==> src/rtl/dma_arb_pkg.sv <==
package dma_arb_pkg;

  typedef enum logic [0:0] {
    ST_IDLE = 1'b0,
    ST_XFER = 1'b1
  } dma_state_e;

endpackage

==> src/rtl/dma_req_sync.sv <==
// Two-flop synchroniser, one lane per request line.
module dma_req_sync #(
  parameter int NCH = 7
) (
  input  logic           clk_i,
  input  logic           rst_ni,
  input  logic [NCH-1:0] async_i,
  output logic [NCH-1:0] sync_o
);

  logic [NCH-1:0] stg1_q;
  logic [NCH-1:0] stg2_q;

  for (genvar g = 0; g < NCH; g++) begin : g_lane
    always_ff @(posedge clk_i or negedge rst_ni) begin
      if (!rst_ni) begin
        stg1_q[g] <= 1'b0;
        stg2_q[g] <= 1'b0;
      end else begin
        stg1_q[g] <= async_i[g];
        stg2_q[g] <= stg1_q[g];
      end
    end
  end

  assign sync_o = stg2_q;

endmodule

==> src/rtl/dma_prio_pick.sv <==
// Fixed-priority picker: lowest set index wins.
module dma_prio_pick #(
  parameter int NCH   = 7,
  parameter int IDX_W = 3
) (
  input  logic [NCH-1:0]   req_i,
  output logic             vld_o,
  output logic [IDX_W-1:0] idx_o
);

  always_comb begin
    vld_o = |req_i;
    idx_o = '0;
    for (int i = NCH - 1; i >= 0; i--) begin
      if (req_i[i]) idx_o = IDX_W'(i);
    end
  end

endmodule

==> src/rtl/dma_chan_cnt.sv <==
// Per-channel block counter; load has precedence over consume.
module dma_chan_cnt #(
  parameter int CNT_W = 8
) (
  input  logic             clk_i,
  input  logic             rst_ni,
  input  logic             ld_i,
  input  logic [CNT_W-1:0] ld_val_i,
  input  logic             use_i,
  output logic             en_o,
  output logic             last_o
);

  logic [CNT_W-1:0] cnt_q;
  logic [CNT_W-1:0] cnt_d;
  logic             cnt_ce;

  always_comb begin
    cnt_ce = 1'b0;
    cnt_d  = cnt_q;
    if (ld_i) begin
      cnt_ce = 1'b1;
      cnt_d  = ld_val_i;
    end else if (use_i && (cnt_q != '0)) begin
      cnt_ce = 1'b1;
      cnt_d  = cnt_q - 1'b1;
    end
  end

  always_ff @(posedge clk_i or negedge rst_ni) begin
    if (!rst_ni) begin
      cnt_q <= '0;
    end else if (cnt_ce) begin
      cnt_q <= cnt_d;
    end
  end

  assign en_o   = (cnt_q != '0);
  assign last_o = (cnt_q == CNT_W'(1));

endmodule

==> src/rtl/dma_req_arb.sv <==
module dma_req_arb
  import dma_arb_pkg::*;
#(
  parameter int NCH         = 7,
  parameter int CNT_W       = 8,
  parameter int XFER_CYCLES = 4
) (
  input  logic                   clk_i,
  input  logic                   rst_ni,
  input  logic [NCH-1:0]         dreq_i,
  input  logic                   cfg_we_i,
  input  logic [$clog2(NCH)-1:0] cfg_chan_i,
  input  logic [CNT_W-1:0]       cfg_count_i,
  output logic                   aen_o,
  output logic                   bale_o,
  output logic [NCH-1:0]         dack_no,
  output logic                   tc_o
);

  localparam int IDX_W = $clog2(NCH);
  localparam int CYC_W = $clog2(XFER_CYCLES + 1);

  logic [NCH-1:0]   dreq_s;
  logic [NCH-1:0]   chan_en;
  logic [NCH-1:0]   chan_last;
  logic [NCH-1:0]   chan_ld;
  logic [NCH-1:0]   chan_use;
  logic [NCH-1:0]   eligible;
  logic             pick_vld;
  logic [IDX_W-1:0] pick_idx;

  dma_state_e       state_q, state_d;
  logic [IDX_W-1:0] gnt_q, gnt_d;
  logic [CYC_W-1:0] cyc_q, cyc_d;
  logic             tc_q, tc_d;
  logic             seq_ce;

  dma_req_sync #(.NCH(NCH)) sync_i (
    .clk_i   (clk_i),
    .rst_ni  (rst_ni),
    .async_i (dreq_i),
    .sync_o  (dreq_s)
  );

  for (genvar g = 0; g < NCH; g++) begin : g_chan
    assign chan_ld[g] = cfg_we_i && (cfg_chan_i == IDX_W'(g));

    dma_chan_cnt #(.CNT_W(CNT_W)) cnt_i (
      .clk_i    (clk_i),
      .rst_ni   (rst_ni),
      .ld_i     (chan_ld[g]),
      .ld_val_i (cfg_count_i),
      .use_i    (chan_use[g]),
      .en_o     (chan_en[g]),
      .last_o   (chan_last[g])
    );
  end

  assign eligible = dreq_s & chan_en;

  dma_prio_pick #(.NCH(NCH), .IDX_W(IDX_W)) pick_i (
    .req_i (eligible),
    .vld_o (pick_vld),
    .idx_o (pick_idx)
  );

  // Next-state logic of the transfer sequencer.
  always_comb begin
    state_d  = state_q;
    gnt_d    = gnt_q;
    cyc_d    = cyc_q;
    tc_d     = tc_q;
    seq_ce   = 1'b0;
    chan_use = '0;
    unique case (state_q)
      ST_IDLE: begin
        if (pick_vld) begin
          seq_ce  = 1'b1;
          state_d = ST_XFER;
          gnt_d   = pick_idx;
          cyc_d   = CYC_W'(XFER_CYCLES - 1);
          tc_d    = 1'b0;
          for (int i = 0; i < NCH; i++) begin
            if (pick_idx == IDX_W'(i)) begin
              chan_use[i] = 1'b1;
              tc_d        = chan_last[i];
            end
          end
        end
      end
      ST_XFER: begin
        seq_ce = 1'b1;
        if (cyc_q == '0) begin
          state_d = ST_IDLE;
          tc_d    = 1'b0;
        end else begin
          cyc_d = cyc_q - 1'b1;
        end
      end
      default: begin
        seq_ce  = 1'b1;
        state_d = ST_IDLE;
      end
    endcase
  end

  always_ff @(posedge clk_i or negedge rst_ni) begin
    if (!rst_ni) begin
      state_q <= ST_IDLE;
      gnt_q   <= '0;
      cyc_q   <= '0;
      tc_q    <= 1'b0;
    end else if (seq_ce) begin
      state_q <= state_d;
      gnt_q   <= gnt_d;
      cyc_q   <= cyc_d;
      tc_q    <= tc_d;
    end
  end

  assign aen_o  = (state_q == ST_XFER);
  assign bale_o = (state_q == ST_XFER);
  assign tc_o   = tc_q;

  always_comb begin
    dack_no = '1;
    for (int i = 0; i < NCH; i++) begin
      if ((state_q == ST_XFER) && (gnt_q == IDX_W'(i))) dack_no[i] = 1'b0;
    end
  end

endmodule

==> config.mk <==
export PLATFORM = sky130hd
export DESIGN_NAME = dma_req_arb
export DESIGN_NICKNAME = d
export VERILOG_FILES = /design/src/rtl/dma_arb_pkg.sv /design/src/rtl/dma_req_sync.sv /design/src/rtl/dma_prio_pick.sv /design/src/rtl/dma_chan_cnt.sv /design/src/rtl/dma_req_arb.sv
export SDC_FILE = /design/constraint.sdc
export NUM_CORES = 1
export LEC_CHECK = 0
export CAP_MARGIN = 40
export CELL_PAD_IN_SITES_DETAIL_PLACEMENT = 1
export CELL_PAD_IN_SITES_GLOBAL_PLACEMENT = 2
export CORE_UTILIZATION = 39
export CTS_BUF_LIST = sky130_fd_sc_hd__clkbuf_8 sky130_fd_sc_hd__clkbuf_16
export DETAILED_ROUTE_END_ITERATION = 16
export PLACE_DENSITY_LB_ADDON = 0.1
export SYNTH_ARGS = -nofsm -noshare
export SYNTH_HDL_FRONTEND = slang
export SYNTH_HIERARCHICAL = 1
export SYNTH_SLANG_ARGS = --single-unit
==> constraint.sdc <==
create_clock -name clk_i -period 4.55 [get_ports clk_i]
set_clock_uncertainty 0.15 [all_clocks]
set_input_delay 1.1375 -clock clk_i [delete_from_list [all_inputs] [get_ports clk_i]]
set_output_delay 1.1375 -clock clk_i [all_outputs]
set_load 0.02 [all_outputs]
==> report_table.html <==
<table>
<tr><th>Metric</th><th>Value</th></tr>
<tr><th colspan="2">Global route</th></tr>
<tr><td>Met1 layer usage reported by global route</td><td>0.305</td></tr>
<tr><td>GRT Max-Usage Layer</td><td>met2</td></tr>
<tr><td>Maximum number of pins on one net before global-route repair</td><td>42</td></tr>
<tr><td>Via count of the first global-routing pass</td><td>4731</td></tr>
<tr><td>Wire length of the first global-routing pass</td><td>25500 um</td></tr>
<tr><td>GR Util met3</td><td>0.0417</td></tr>
<tr><td>Overall track demand over capacity in global routing</td><td>0.235</td></tr>
<tr><td>Initial antenna violation count</td><td>0</td></tr>
<tr><td>Met2 Resource Use GR</td><td>0.390</td></tr>
<tr><td>Total global routing overflow</td><td>0</td></tr>
<tr><th colspan="2">Yosys</th></tr>
<tr><td>Post-Synthesis Cells</td><td>556</td></tr>
<tr><td>Number of distinct standard cells referenced by the synthesized netlist</td><td>between 40 and 50</td></tr>
<tr><td>Ys async rst share</td><td>1.00</td></tr>
<tr><td>Synthesized area</td><td>5230 sq um</td></tr>
<tr><td>Seq cells post-synth</td><td>78</td></tr>
<tr><td>Post-synth EDFFs</td><td>0</td></tr>
<tr><td>Post-synthesis cell type with the largest combined area</td><td>dfrtp_1</td></tr>
<tr><td>Area share of the largest cell type after synthesis</td><td>0.374</td></tr>
<tr><td>Post-synthesis net count</td><td>600</td></tr>
<tr><td>Leading cell type by number of instances after synthesis</td><td>dfrtp_1</td></tr>
<tr><td>Share of synthesized area occupied by flip-flops and latches</td><td>0.374</td></tr>
<tr><td>Synth top cells by count</td><td>dfrtp_1, nand2_1, nor2_1</td></tr>
<tr><td>Biggest area contributors in the synthesized netlist</td><td>dfrtp_1, ha_1, nand2_1</td></tr>
<tr><td>Yosys synthesis warning count</td><td>6</td></tr>
<tr><td>Mean instance size in the synthesized netlist</td><td>around 9.4 sq um</td></tr>
<tr><td>Predominant post-synthesis flop cell</td><td>dfrtp_1</td></tr>
<tr><th colspan="2">Place</th></tr>
<tr><td>Number of input and output port buffers inserted</td><td>30</td></tr>
<tr><td>Final weighted congestion in routability-driven placement</td><td>0.807</td></tr>
<tr><td>Placed wire-length estimate after detailed placement</td><td>10700 um</td></tr>
<tr><th colspan="2">STA</th></tr>
<tr><td>Max-slew violation total from the final report</td><td>0</td></tr>
<tr><td>Min Tclk post-route</td><td>4.07 ns</td></tr>
<tr><td>Portion of the clock cycle consumed by the worst path in the final layout</td><td>0.895</td></tr>
<tr><td>Final Hold Vio Count</td><td>0</td></tr>
<tr><td>Slew HR</td><td>0.548</td></tr>
<tr><td>Final number of setup-violating endpoints</td><td>0</td></tr>
<tr><td>RSZ-0062 raised after global routing</td><td>no</td></tr>
<tr><td>Setup TNS</td><td>0 ns</td></tr>
<tr><td>Maximum frequency from static timing analysis</td><td>approximately 0.25 GHz</td></tr>
<tr><td>Pin slew with the least headroom to its limit</td><td>around 0.68 ns</td></tr>
<tr><th colspan="2">Worst setup path</th></tr>
<tr><td>CP startpoint kind</td><td>register</td></tr>
<tr><td>WP data arrival</td><td>4.19 ns</td></tr>
<tr><td>Worst path required time</td><td>4.67 ns</td></tr>
<tr><td>Worst R2R Path Depth</td><td>13</td></tr>
<tr><td>Capture point of the critical path</td><td>g_chan[4].cnt_i/cnt_q[7]</td></tr>
<tr><td>Stages on the worst setup path</td><td>13</td></tr>
<tr><td>Worst setup EP type</td><td>register</td></tr>
<tr><td>Start point of the critical path</td><td>g_chan[0].cnt_i/cnt_q[0]</td></tr>
<tr><td>Capture instance of the worst register-to-register path</td><td>g_chan[4].cnt_i/cnt_q[7]</td></tr>
<tr><td>Critical path buffer and inverter count</td><td>2</td></tr>
<tr><td>Critical Path Max Stage Delay</td><td>0.56 ns</td></tr>
<tr><td>Slowest-stage cell, CP</td><td>or4_4</td></tr>
<tr><td>Register-to-register path setup slack</td><td>roughly 0.48 ns</td></tr>
<tr><td>Cell-by-cell listing of the critical path</td><td>inv_1 -&gt; ha_1 -&gt; nor4b_2 -&gt; nand2_1 -&gt; and2_1 -&gt; or4_4 -&gt; nor2_1 -&gt; nand2b_1 -&gt; nor3_1 -&gt; buf_4 -&gt; or3b_2 -&gt; or4b_1 -&gt; a31oi_1</td></tr>
<tr><td>Crit path max-delay family</td><td>simple AND/OR/NAND/NOR gates</td></tr>
<tr><td>R2R Path Start</td><td>g_chan[0].cnt_i/cnt_q[0]</td></tr>
<tr><td>Maximum fanout count along the critical path</td><td>6</td></tr>
<tr><td>Type of the worst setup path</td><td>reg -&gt; reg</td></tr>
<tr><th colspan="2">Drt</th></tr>
<tr><td>Wire length per cell</td><td>19.7 um</td></tr>
<tr><td>Detailed-route vias per instance</td><td>5.89</td></tr>
<tr><td>Iteration-0 DRC Markers</td><td>242</td></tr>
<tr><td>Total Wirelength</td><td>approximately 15000 um</td></tr>
<tr><td>Vias after detailed routing</td><td>about 4500</td></tr>
<tr><td>Post-detailed-route count of antenna-violating nets</td><td>0</td></tr>
<tr><td># DRC</td><td>0</td></tr>
<tr><td>Initial DRT Pass Iterations</td><td>5</td></tr>
<tr><th colspan="2">CTS</th></tr>
<tr><td>Clock-pin slew of the registers on the worst-case setup and hold paths</td><td>0.06 ns</td></tr>
<tr><td>Clock Tree Root</td><td>clkbuf_16</td></tr>
<tr><td>Count of H-tree levels built during CTS</td><td>3</td></tr>
<tr><td>TritonCTS clock tree</td><td>done</td></tr>
<tr><td>Longest Clk Path Bufs</td><td>2</td></tr>
<tr><td>Clock insertion delay at the later pin of the skew report</td><td>0.34 ns</td></tr>
<tr><td>TritonCTS buffer count</td><td>9</td></tr>
<tr><td>Number of buffers added for setup after CTS</td><td>0</td></tr>
<tr><td>Clock sink total</td><td>between 70 and 80</td></tr>
<tr><th colspan="2">Worst hold path</th></tr>
<tr><td>Class of the worst hold path</td><td>reg -&gt; reg</td></tr>
<tr><th colspan="2">Final layout</th></tr>
<tr><td># nets final</td><td>639</td></tr>
<tr><td>Share of layout cells above drive strength 1</td><td>0.162</td></tr>
<tr><td>Layout filler cell count</td><td>1470</td></tr>
<tr><td>Area overhead of the layout relative to synthesis</td><td>15.7%</td></tr>
<tr><td>Antenna Cells</td><td>0</td></tr>
<tr><th colspan="2">Floorplan</th></tr>
<tr><td>Row count</td><td>41</td></tr>
<tr><td>Chip height</td><td>118 um</td></tr>
<tr><td>Horizontal die dimension</td><td>roughly 120 um</td></tr>
<tr><td>Number of primary I/O pins</td><td>31</td></tr>
<tr><td>Initial Utilization</td><td>0.407</td></tr>
<tr><td>Core box area</td><td>12800 sq um</td></tr>
<tr><td>Die area</td><td>13900 sq um</td></tr>
<tr><th colspan="2">Power</th></tr>
<tr><td>Power density relative to cell area</td><td>469 nW/um^2</td></tr>
<tr><td>Tot Pwr</td><td>between 0.002 and 0.003 W</td></tr>
<tr><td>Leak Pwr</td><td>2.35 nW</td></tr>
<tr><td>Max rail drop VDD</td><td>~0.23 mV</td></tr>
<tr><th colspan="2">Outcome</th></tr>
<tr><td>Run status</td><td>finished clean</td></tr>
<tr><th colspan="2">Run</th></tr>
<tr><td>Max-cap violations</td><td>0</td></tr>
</table>
## cell type report
type | count | area, sq um | area share
multi-input cells | 425 | 2940 | 0.487
repair buffers | 54 | 498 | 0.0824
well taps | 172 | 215 | 0.0356
flip-flops and latches | 78 | 1950 | 0.323
inverters | 27 | 101 | 0.0168
clock buffers | 10 | 239 | 0.0395
clock inverters | 5 | 98.8 | 0.0163
## repair_timing
| action | in CTS | in global routing |
|---|---|---|
| setup endpoints to repair | 0 | 5 |
| hold buffers | 0 | 0 |
| gates resized for setup | 0 | 2 |
## worst min path at each step
stage / from / end / slack, ns / cells past startpoint
5_1_grt: sync_i/stg1_q[4] / sync_i/sync_o[4] / 0.21 / 0
2_1_floorplan: sync_i/stg1_q[0] / sync_i/sync_o[0] / 0.18 / 0
4_1_cts: sync_i/stg1_q[5] / sync_i/sync_o[5] / 0.20 / 0
3_5_place_dp: sync_i/stg1_q[5] / sync_i/sync_o[5] / 0.19 / 0
3_3_place_gp: sync_i/stg1_q[6] / sync_i/sync_o[6] / 0.19 / 0
6_report: sync_i/stg1_q[5] / sync_i/sync_o[5] / 0.20 / 0
## placed cells by master, fill, tap and decap left out, drive strengths merged, types with 15 or more instances in the layout
cell,n
nor3,36
dfrtp,78
inv,28
ha,23
a31oi,21
nor2,54
or4b,21
o31ai,15
clkdlybuf4s50,29
o211ai,22
buf,25
nand2,71
## routing by layer
metal	wire, um	vias up	share of wire
met4	360	0	0.024
met1	7130	2296	0.47
li1	-	2167	-
met3	446	21	0.029
met5	0	-	0
met2	7280	58	0.48
## metrics by stage
stage	cells	setup WS, ns	area [sq um]	util	hold slack, ns
after CTS	771	0.199	6030	0.470	0.200
after global routing	771	0.135	6050	0.471	0.212
after global placement	755	0.479	5670	0.442	0.185
final	771	0.476	6050	0.471	0.197
after detailed placement	756	0.277	5690	0.444	0.186
after floorplan	556	0.519	5230	-	0.181
## sequential cells by signal (all words and copies together) (netlist names)
signal / cells
g_chan.cnt_i/cnt_q: 56
sync_i/stg1_q: 7
sync_i/sync_o: 7
cyc_q: 3
gnt_q: 3
aen_o: 1
tc_o: 1
## report_power, final
group | switching [W] | internal [W] | total (W)
clock | 0.000296 | 0.000545 | 0.000841
sequential | 0.000222 | 0.000873 | 0.00109
combinational | 0.000493 | 0.000407 | 0.000900
total | 0.00101 | 0.00182 | 0.00284
## logic make-up after synthesis
family	Yosys count	share of synthesized area
AOI/OAI and AO/OA	138	0.215
adders and majority gates	23	0.0551
buffers and inverters	53	0.0661
DFF	78	0.374
muxes	2	0.00575
and+or+nand+nor	262	0.285
Note: power is estimated with default switching activity, not from simulation.
